<file path="src/rtl/cbm_pkg.sv">
package cbm_pkg;
   localparam int SEL_W   = 4;
   localparam int PAGE_W  = 13;
   localparam int MIR_BIT = 3;
   localparam logic [15:0] DEC_MASK = 16'hE003;
   localparam logic [15:0] ADR_CHR  = 16'h8000;
   localparam logic [15:0] ADR_PRG  = 16'hE000;
   localparam logic [15:0] ADR_MIR  = 16'hE001;

   typedef enum logic [1:0] {RK_NONE, RK_CHR, RK_PRG, RK_MIR} reg_kind_t;

   function automatic reg_kind_t decode_reg(input logic [15:0] a);
      logic [15:0] m;
      m = a & DEC_MASK;
      if (m == ADR_CHR)      return RK_CHR;
      else if (m == ADR_PRG) return RK_PRG;
      else if (m == ADR_MIR) return RK_MIR;
      else                   return RK_NONE;
   endfunction
endpackage

</file>
<file path="src/rtl/cbm_regs.sv">
module cbm_regs
   import cbm_pkg::*;
(
   input  logic             clk,
   input  logic             rst_n,
   input  logic             wr_en,
   input  logic [15:0]      wr_addr,
   input  logic [7:0]       wr_data,
   output logic [SEL_W-1:0] chr_sel,
   output logic [SEL_W-1:0] prg_sel,
   output logic             mir_valid,
   output logic             mir_horiz
);
   reg_kind_t kind;
   wire unused_hi_data = ^wr_data[7:SEL_W];

   always_comb kind = wr_en ? decode_reg(wr_addr) : RK_NONE;

   always_ff @(posedge clk or negedge rst_n) begin
      if (!rst_n) begin
         chr_sel   <= '0;
         prg_sel   <= '0;
         mir_valid <= 1'b0;
         mir_horiz <= 1'b0;
      end else begin
         case (kind)
            RK_CHR: chr_sel <= wr_data[SEL_W-1:0];
            RK_PRG: prg_sel <= wr_data[SEL_W-1:0];
            RK_MIR: begin
               mir_valid <= 1'b1;
               mir_horiz <= wr_data[MIR_BIT];
            end
            default: ;
         endcase
      end
   end
endmodule

</file>
<file path="src/rtl/cbm_prg_map.sv">
module cbm_prg_map
   import cbm_pkg::*;
#(
   parameter int BANKS = 16,
   localparam int IDX_W = $clog2(BANKS),
   localparam int AW    = IDX_W + PAGE_W
) (
   input  logic [SEL_W-1:0] prg_sel,
   input  logic [15:0]      rd_addr,
   output logic             hit,
   output logic [AW-1:0]    rom_addr
);
   localparam bit POW2 = (BANKS & (BANKS - 1)) == 0;
   localparam logic [IDX_W-1:0] FIX_BASE = IDX_W'(BANKS - 4);

   logic [IDX_W-1:0] win_idx;
   logic [IDX_W-1:0] idx;

   generate
      if (POW2) begin : g_pow2
         assign win_idx = IDX_W'(prg_sel);
      end else begin : g_mod
         assign win_idx = IDX_W'(32'(prg_sel) % 32'(BANKS));
      end
   endgenerate

   always_comb begin
      hit = 1'b1;
      idx = '0;
      if (rd_addr[15:13] < 3'd3)
         hit = 1'b0;
      else if (rd_addr[15:13] == 3'd3)
         idx = win_idx;
      else
         idx = FIX_BASE + IDX_W'(rd_addr[14:13]);
   end

   assign rom_addr = hit ? {idx, rd_addr[PAGE_W-1:0]} : '0;
endmodule

</file>
<file path="src/rtl/cbm_chr_map.sv">
module cbm_chr_map
   import cbm_pkg::*;
#(
   parameter int BANKS   = 16,
   parameter bit HAS_ROM = 1'b1,
   localparam int IDX_W  = $clog2(BANKS),
   localparam int AW     = IDX_W + PAGE_W
) (
   input  logic [SEL_W-1:0] chr_sel,
   input  logic [13:0]      ppu_addr,
   input  logic             ppu_wr,
   output logic [AW-1:0]    chr_addr,
   output logic             ram_we
);
   localparam bit POW2 = (BANKS & (BANKS - 1)) == 0;

   generate
      if (HAS_ROM) begin : g_rom
         logic [IDX_W-1:0] idx;
         wire unused_rom_in = ^{ppu_addr[13], ppu_wr};
         if (POW2) begin : g_pow2
            assign idx = IDX_W'(chr_sel);
         end else begin : g_mod
            assign idx = IDX_W'(32'(chr_sel) % 32'(BANKS));
         end
         assign chr_addr = {idx, ppu_addr[PAGE_W-1:0]};
         assign ram_we   = 1'b0;
      end else begin : g_ram
         wire unused_ram_sel = ^chr_sel;
         assign chr_addr = AW'(ppu_addr[PAGE_W-1:0]);
         assign ram_we   = ppu_wr & ~ppu_addr[13];
      end
   endgenerate
endmodule

</file>
<file path="src/rtl/cart_bank_map.sv">
module cart_bank_map
   import cbm_pkg::*;
#(
   parameter int PRG_BANKS   = 16,
   parameter int CHR_BANKS   = 16,
   parameter bit HAS_CHR_ROM = 1'b1,
   localparam int PRG_AW     = $clog2(PRG_BANKS) + PAGE_W,
   localparam int CHR_AW     = $clog2(CHR_BANKS) + PAGE_W
) (
   input  logic              clk,
   input  logic              rst_n,
   input  logic              cpu_wr_en,
   input  logic [15:0]       cpu_wr_addr,
   input  logic [7:0]        cpu_wr_data,
   input  logic [15:0]       cpu_rd_addr,
   output logic              prg_hit,
   output logic [PRG_AW-1:0] prg_rom_addr,
   input  logic [13:0]       ppu_addr,
   input  logic              ppu_wr,
   output logic [CHR_AW-1:0] chr_addr,
   output logic              chr_ram_we,
   input  logic              mirror_cfg,
   output logic              mirror_horiz
);
   generate
      if (PRG_BANKS < 4) begin : g_bad_prg
         $error("PRG_BANKS must be at least 4");
      end
      if (CHR_BANKS < 2) begin : g_bad_chr
         $error("CHR_BANKS must be at least 2");
      end
   endgenerate

   logic [SEL_W-1:0] chr_sel, prg_sel;
   logic             mir_valid, mir_reg;

   cbm_regs u_regs (
      .clk       (clk),
      .rst_n     (rst_n),
      .wr_en     (cpu_wr_en),
      .wr_addr   (cpu_wr_addr),
      .wr_data   (cpu_wr_data),
      .chr_sel   (chr_sel),
      .prg_sel   (prg_sel),
      .mir_valid (mir_valid),
      .mir_horiz (mir_reg)
   );

   cbm_prg_map #(.BANKS(PRG_BANKS)) u_prg (
      .prg_sel  (prg_sel),
      .rd_addr  (cpu_rd_addr),
      .hit      (prg_hit),
      .rom_addr (prg_rom_addr)
   );

   cbm_chr_map #(.BANKS(CHR_BANKS), .HAS_ROM(HAS_CHR_ROM)) u_chr (
      .chr_sel  (chr_sel),
      .ppu_addr (ppu_addr),
      .ppu_wr   (ppu_wr),
      .chr_addr (chr_addr),
      .ram_we   (chr_ram_we)
   );

   assign mirror_horiz = mir_valid ? mir_reg : mirror_cfg;
endmodule

</file>
<file path="config.mk">
export PLATFORM = sky130hd
export DESIGN_NAME = cart_bank_map
export DESIGN_NICKNAME = d
export VERILOG_FILES = /design/src/rtl/cbm_pkg.sv /design/src/rtl/cbm_regs.sv /design/src/rtl/cbm_prg_map.sv /design/src/rtl/cbm_chr_map.sv /design/src/rtl/cart_bank_map.sv
export SDC_FILE = /design/constraint.sdc
export NUM_CORES = 1
export LEC_CHECK = 0
export ABC_AREA = 1
export BUFFER_PORTS_ARGS = -buffer_cell sky130_fd_sc_hd__buf_2
export CAP_MARGIN = 20
export CELL_PAD_IN_SITES_DETAIL_PLACEMENT = 1
export CELL_PAD_IN_SITES_GLOBAL_PLACEMENT = 1
export CORE_MARGIN = 5
export CORE_UTILIZATION = 20
export CTS_CLUSTER_SIZE = 25
export DETAILED_ROUTE_END_ITERATION = 6
export HOLD_SLACK_MARGIN = 0.06
export PLACE_DENSITY_LB_ADDON = 0.1
export SLEW_MARGIN = 15
export SYNTH_ARGS = -nofsm -noshare
export SYNTH_HDL_FRONTEND = slang
export SYNTH_SLANG_ARGS = --single-unit
</file>
<file path="constraint.sdc">
create_clock -name clk -period 1.6 [get_ports clk]
set_clock_uncertainty 0.2 [all_clocks]
set_input_delay 0.32 -clock clk [delete_from_list [all_inputs] [get_ports clk]]
set_output_delay 0.32 -clock clk [all_outputs]
set_load 0.02 [all_outputs]
</file>
Yosys cells after proc, flatten, opt, wreduce, memory -nomap -nowiden. Cells that the tools add are included.

Register bits after elaboration: 10. Input bits: 59. Output and inout port bits: 37. Word-level logic and storage cells: 21.

$add $sub $neg: 1. Order comparisons: 1. Eq/ne operators: 7. Muxes and demuxes: 8.

Operator list (number): two-way mux 17 bit (1); equality test 5 bit (second input constant) (3); two-way mux 2 bit (4); adder 3 x 3 -> 4 bit (first input constant) (1); equality test 2 bit (second input constant) (2); two-way mux 4 bit (1); equality test 3 x 2 -> 1 bit (second input constant) (1); < comparator 3 x 2 -> 1 bit (second input constant) (1); equality test 2 x 1 -> 1 bit (second input constant) (1); two-way mux 1 bit (2).

Depth between registers and ports, before layout. Gate-level depths: netlist of run 1.

Depth after elaboration: 6. Mapped depth: 6. Mapped depth without buffers: 6.

Hierarchy. Synthesis of run 1 repeated with hierarchy kept, for this count alone.

Cells, all modules: 121. Area, all modules: 842.1 µm².

Modules (own cells, without submodules): cbm_regs (instances 1, cells an instance 57, area each 465.4 µm², sequential area each 250.2 µm²); cbm_prg_map (instances 1, cells an instance 41, area each 222.7 µm², sequential area each 0.0 µm²); cbm_chr_map (instances 1, cells an instance 19, area each 138.9 µm², sequential area each 0.0 µm²); cart_bank_map (instances 1, cells an instance 4, area each 15.0 µm², sequential area each 0.0 µm²).

Least setup slack after synthesis of run 1. No wires, ideal clock.

Kind: input to output. From: input cpu_rd_addr[15]. To: output prg_rom_addr[10]. Arrival: 924 ps. Required time: 1080 ps. Setup slack: 156 ps. Cell stages on the path: 5. Cells stage by stage: inv_1 nand2_2 inv_2 buf_6 nor2_2.

Word-level cells in the longest chain between the ends: 2.

RTL lines: start: declaration (line cart_bank_map.sv:15) `input logic [15:0] cpu_rd_addr,`; < comparator 3 x 2 -> 1 bit (line cbm_prg_map.sv:30) `if (rd_addr[15:13] < 3'd3)`; two-way mux 17 bit (line cbm_prg_map.sv:38) `assign rom_addr = hit ? {idx, rd_addr[PAGE_W-1:0]} : '0;`; end: declaration (line cart_bank_map.sv:17) `output logic [PRG_AW-1:0] prg_rom_addr,`.

No other way between the ends.

Worst setup path after layout of run 1.
From: register u_regs.prg_sel[1]. To: output prg_rom_addr[14].

Word-level cells in the longest chain between the ends: 2.

RTL lines: start: declaration (line cbm_regs.sv:10) `output logic [SEL_W-1:0] prg_sel,`; start signal: assignment (line cbm_regs.sv:28) `RK_PRG: prg_sel <= wr_data[SEL_W-1:0];`; two-way mux 4 bit (line cbm_prg_map.sv:32) `else if (rd_addr[15:13] == 3'd3)`; two-way mux 17 bit (line cbm_prg_map.sv:38).

No other way between the ends.

==> results.toml, run 1 <==
[run_status]
outcome = "complete, no violations"

[critical_path]
cp_top_family = "flip-flops"
setup.worst_path.end = "prg_rom_addr[14]"
max_stage_delay_ps = 340
cp_max_fo = 2
r2r.worst_path.cells = 2
path_class = "flip-flop to primary output"
critical_path_arrival_ps = 990
path_depth = 3
crit_path_cell_trace = "nand2_1, a21boi_0, buf_2"
cp-start-kind = "flip-flop"
startpoint = "u_regs.prg_sel[1]"
cp-end-kind = "primary output"
worstPathBufferInverterCount = 1
slowest_stage = "dfrtp_1"
worstPathRequired_ps = 1080
rr_endpoint = "u_regs.mir_valid"
r2r_start = "u_regs.mir_valid"
reg2reg_slack_ps = 760

[route]
routed_wirelength_microns = 2270
drt_pass1_iterations = 4
drt_first_iter_violations = 6
wl_per_cell_microns = 11.3
drc = 0
viasPerCell = 3.80
vias = 764
ant_nets = 0

[pwr]
power.leakage_uw = 0.000648
vdd_drop_max_v = 0.000469
p_per_area_mw_per_mm2 = 818
p_total_uw = 850

[logic_synthesis]
synth.avg_cell_area_sq_um = 6.92
synth_area_sq_um = 761
synth_cells = 110
ys_ff_latch = 10
yosysSeqAreaShare_pct = 32.9
synth_cell_type_count = 14
synth_warnings = 0
synth_fp_nets = 169

[timing]
setup_tns_ps = 0
holdWs_ps = 137
slew_violations = 0
hold_viol = 0
fin_crit_sh_pct = 94.1
max_freq_mhz = 664
rsz0062_at_grt = "no"
finalSetupViolations = 0
min_period_ps = 1510

[floorplanning]
std_cell_rows = 22
core_sq_mm = 0.00366
dieArea_sq_mm = 0.00514
ioPinCount = 96
die_h_microns = 71.7
initial_utilization_pct = 20.8
die_w_microns = 71.7

[clocking]
cts_tree = "built"
clk_latency_ps = 230
clock-sinks = 10
cts_buffer_depth = 2
clkSlewWorstSetupHoldPaths_ps = 50
cts_root_buffer = "clkbuf_8"
cts_made_buffers = 3
cts_max_level = 1

[grt]
grt_pass1_wl_microns = 3840
grt.overflow.total = 0
grt_use_total_pct = 9.24
first_global_vias = 833
antenna_found_initial = 0
grt_max_degree = 14

[final_layout]
fill_cells = 492
fin_util_pct = 28.4
diodes = 0
final_area_sq_mm = 0.00104
drive_above_1_share_pct = 48.4
nNetsFinal = 214
areaGrowthSynthToFinish_pct = 36.5

[placement]
gp_congestion = 0.689
dp_hpwl_microns = 1960
io_buffers = 51
dpl-instance-area_sq_um = 982

[worst_hold_path]
hold_path.class = "input port to flip-flop"

[job]
drv_cap = 0
-- layer usage --
layer	track usage, %	routed length (microns)	up-vias
met1	10.7	930	325
li1	-	-	398
met4	3.76	31	0
met2	15.6	1080	37
met5	0	0	-
met3	2.95	224	4
-- cell usage in the layout (no fill, tap or decap), types with 3 or more instances in the layout --
cell	n
buf_2	50
buf_4	4
clkbuf_8	3
dfrtp_1	10
inv_1	20
nand2_1	27
nand2_2	4
nand3_1	12
nor2_1	4
nor2_2	10
-- report_power, final --
group | internal [uW] | switching (uW) | total, uW
Clock | 164 | 89.7 | 254
Sequential | 296 | 21.1 | 317
Combinational | 105 | 174 | 279
Total | 565 | 285 | 850
-- cell type report --
class | count | area, sq um | share of cell area (%)
Tap cell | 48 | 60.1 | 5.78
Multi-Input combinational cell | 64 | 315 | 30.4
Timing Repair Buffer | 55 | 290 | 28.0
Inverter | 21 | 81.3 | 7.83
Sequential cell | 10 | 250 | 24.1
Clock buffer | 3 | 41.3 | 3.98
-- worst register-to-register path, delay by kind of cell, from the launching register on --
family | cells | cell delay [ps]
flops | 1 | 370
buf+inv | 1 | 70
compound gates | 1 | 80
-- how the worst min path moves through the flow --
stage	start	end	slack, ps	cells after the start
floorplan	rst_n	u_regs.chr_sel[0]	-180	0
global placement	rst_n	u_regs.chr_sel[0]	-2	1
detailed placement	rst_n	u_regs.chr_sel[0]	1	1
CTS	cpu_wr_data[3]	u_regs.mir_horiz	140	3
global route	cpu_wr_data[1]	u_regs.chr_sel[1]	150	3
finish	cpu_wr_data[3]	u_regs.mir_horiz	140	3
-- per-stage QoR --
| stage | cells | setup WS [ps] |
|---|---|---|
| floorplan | 110 | 156 |
| global placement | 197 | 37.9 |
| detailed placement | 197 | 21.4 |
| CTS | 201 | 18.5 |
| global route | 201 | 32.9 |
| finish | 201 | 94.4 |
-- timing repair --
action,in CTS,in global routing
resized for setup,0,4
setup endpoints to repair,0,10
buffers inserted,0,0
hold buffers,1,0
endpoints found under the hold margin,10,0
-- Yosys cell counts, drive strengths merged --
| cell type | number | area (sq um) |
|---|---|---|
| nand2 | 31 | 126 |
| inv | 21 | 78.8 |
| nor2 | 16 | 100 |
| buf | 15 | 116 |
| nand3 | 12 | 60.1 |
| dfrtp | 10 | 250 |
| a21boi | 2 | 15.0 |
| o21ai | 2 | 10.0 |
| conb | 1 | 3.75 |
-- logic make-up (layout without fill, tap and decap cells) --
kind of cell    count (synthesis)  count (layout)  synth area share [%]
buf+inv                        36              79                  25.7
simple gates                   59              59                  37.7
compound gates                  4               4                  3.29
other cells                     1               1                 0.493
flops                          10              10                  32.9
-- sequential cells by signal, indices dropped and copies added (netlist names) --
signal            count
u_regs.chr_sel        4
u_regs.mir_horiz      1
u_regs.mir_valid      1
u_regs.prg_sel        4
No activity file was read; power rests on OpenSTA's default activity.
==> run 2, diff against run 1 <==
--- a/config.mk
+++ b/config.mk
@@ -13,3 +13,3 @@
 export CORE_MARGIN = 5
-export CORE_UTILIZATION = 20
+export CORE_UTILIZATION = 19
 export CTS_CLUSTER_SIZE = 25
==> constraint.sdc (replaced) <==
create_clock -name clk -period 1.65 [get_ports clk]
set_clock_uncertainty 0.2 [all_clocks]
set_input_delay 0.33 -clock clk [delete_from_list [all_inputs] [get_ports clk]]
set_output_delay 0.33 -clock clk [all_outputs]
set_load 0.01 [all_outputs]
==> results.toml, run 2 (synthesis gave the netlist of run 1 again) <==
[run_status]
outcome = "complete, no violations"

[grt]
grt.overflow.total = 0
grt_max_degree = 11
grt_pass1_wl_microns = 3540
first_global_vias = 835
antenna_found_initial = 0
grt_use_total_pct = 8.14

[route]
vias = 778
maxUsedRoutingLayer = "met4"
wirelength_met1_microns = 909
drc = 0
met2_wirelength_microns = 928
met3WireLength_microns = 311
drt_first_iter_violations = 22
routed_wirelength_microns = 2170
wl_per_cell_microns = 10.8
viasPerCell = 3.87
ant_nets = 0
drt_pass1_iterations = 4

[final_layout]
mostFrequentLayoutCells = "buf_2, nand2_1, inv_1, nand3_1"
areaGrowthSynthToFinish_pct = 35.9
reg_top3 = "u_regs.chr_sel x4, u_regs.prg_sel x4"
final_area_sq_mm = 0.00103
fill_cells = 508
fin_cells = 201
drive_above_1_share_pct = 47.7
fin_util_pct = 26.2
nNetsFinal = 212
layout_commonest_cell = "buf_2"
diodes = 0

[clocking]
cts_tree = "built"
clkSlewWorstSetupHoldPaths_ps = 50
clk_latency_ps = 230
cts_max_level = 1
clock-sinks = 10
cts_root_buffer = "clkbuf_8"
cts_made_buffers = 3
cts_buffer_depth = 2
cts_setup_buffers = 0

[floorplanning]
ioPinCount = 96
core_sq_mm = 0.00394
std_cell_rows = 23
initial_utilization_pct = 19.3
die_h_microns = 73.3
die_w_microns = 73.3
dieArea_sq_mm = 0.00537

[pwr]
vdd_drop_max_v = 0.000234
p_seq_share_pct = 39.5
p_comb_share_pct = 29.1
power.leakage_uw = 0.000641
intPower_uw = 548
p_per_area_mw_per_mm2 = 759
p_sw_share_pct = 30.2
switchingPower_uw = 237
power_frac_clock_pct = 31.4
p_total_uw = 784

[placement]
dpl-instance-area_sq_um = 982
gp_congestion = 0.718
io_buffers = 51
dp_hpwl_microns = 1910
placed_cells = 197

[timing]
finalSetupViolations = 0
max_freq_mhz = 641
slew_violations = 0
hold_viol = 0
setup_tns_ps = 0
fin_crit_sh_pct = 94.5
min_period_ps = 1560
rsz0062_at_grt = "no"

[job]
drv_cap = 0

[worst_hold_path]
hold_path.class = "input port to flip-flop"

[critical_path]
path_class = "input port to primary output"
worstPathRequired_ps = 1120
critical_path_arrival_ps = 1030
cp-end-kind = "primary output"
cp-start-kind = "input port"
cp_max_fo = 10
[run 2: cell count changes in the layout (fill, tap and decap cells not counted), sizes merged]
cell	before	now
buf	54	52
[run 2: cell type report]
type	instances	area, sq um	area share [%]
clock buffer	3	41.3	4.00
inverter	21	78.8	7.63
multi-input combinational	64	315	30.5
sequential	10	250	24.2
tap	50	62.6	6.05
timing repair buffer	53	285	27.6
[run 2: power groups by stage]
| stage | logic (uW) | registers [uW] | clock network [uW] |
|---|---|---|---|
| after floorplan | 144 | 317 | 0 |
| after global placement | 228 | 312 | 0 |
| after detailed placement | 234 | 316 | 0 |
| after CTS | 236 | 312 | 256 |
| after global routing | 257 | 317 | 267 |
| final | 228 | 310 | 246 |
[run 2: path summary, 6_finish.rpt]
| kind | from | to | slack, ps | cells after the start |
|---|---|---|---|---|
| hold reg to reg | u_regs.chr_sel[3] | u_regs.chr_sel[3] | 260 | 2 |
| max in group asynchronous | rst_n | u_regs.chr_sel[1] | 750 | 2 |
| hold / removal | cpu_wr_data[3] | u_regs.mir_horiz | 150 | 3 |
| setup / recovery | cpu_rd_addr[15] | prg_rom_addr[11] | 90 | 7 |
| min in group asynchronous | rst_n | u_regs.mir_valid | 290 | 2 |
| setup reg to reg | u_regs.mir_valid | u_regs.mir_valid | 800 | 2 |
[run 2: worst max-delay path: stages]
cell	delay [ps]
buf_2	100
inv_1	120
nand2_2	80
inv_2	100
buf_12	150
nor2_2	40
buf_2	130
[run 2: per-layer routing]
metal,GRT usage (%),vias up
met5,0,-
met4,3.89,0
met3,2.74,6
met2,13.5,45
met1,9.32,334
li1,-,393
[run 2: through the flow]
| step | hold slack, ps | setup WS (ps) |
|---|---|---|
| after floorplan | -166 | 304 |
| after global placement | 5.14 | 82.6 |
| after detailed placement | 18.3 | 84.0 |
| after CTS | 155 | 75.0 |
| after global routing | 158 | 22.6 |
| final | 154 | 89.9 |
[run 2: repair_timing]
action	in CTS	in global routing
resized for setup	0	0
endpoints found under the hold margin	10	0
hold buffers	1	0
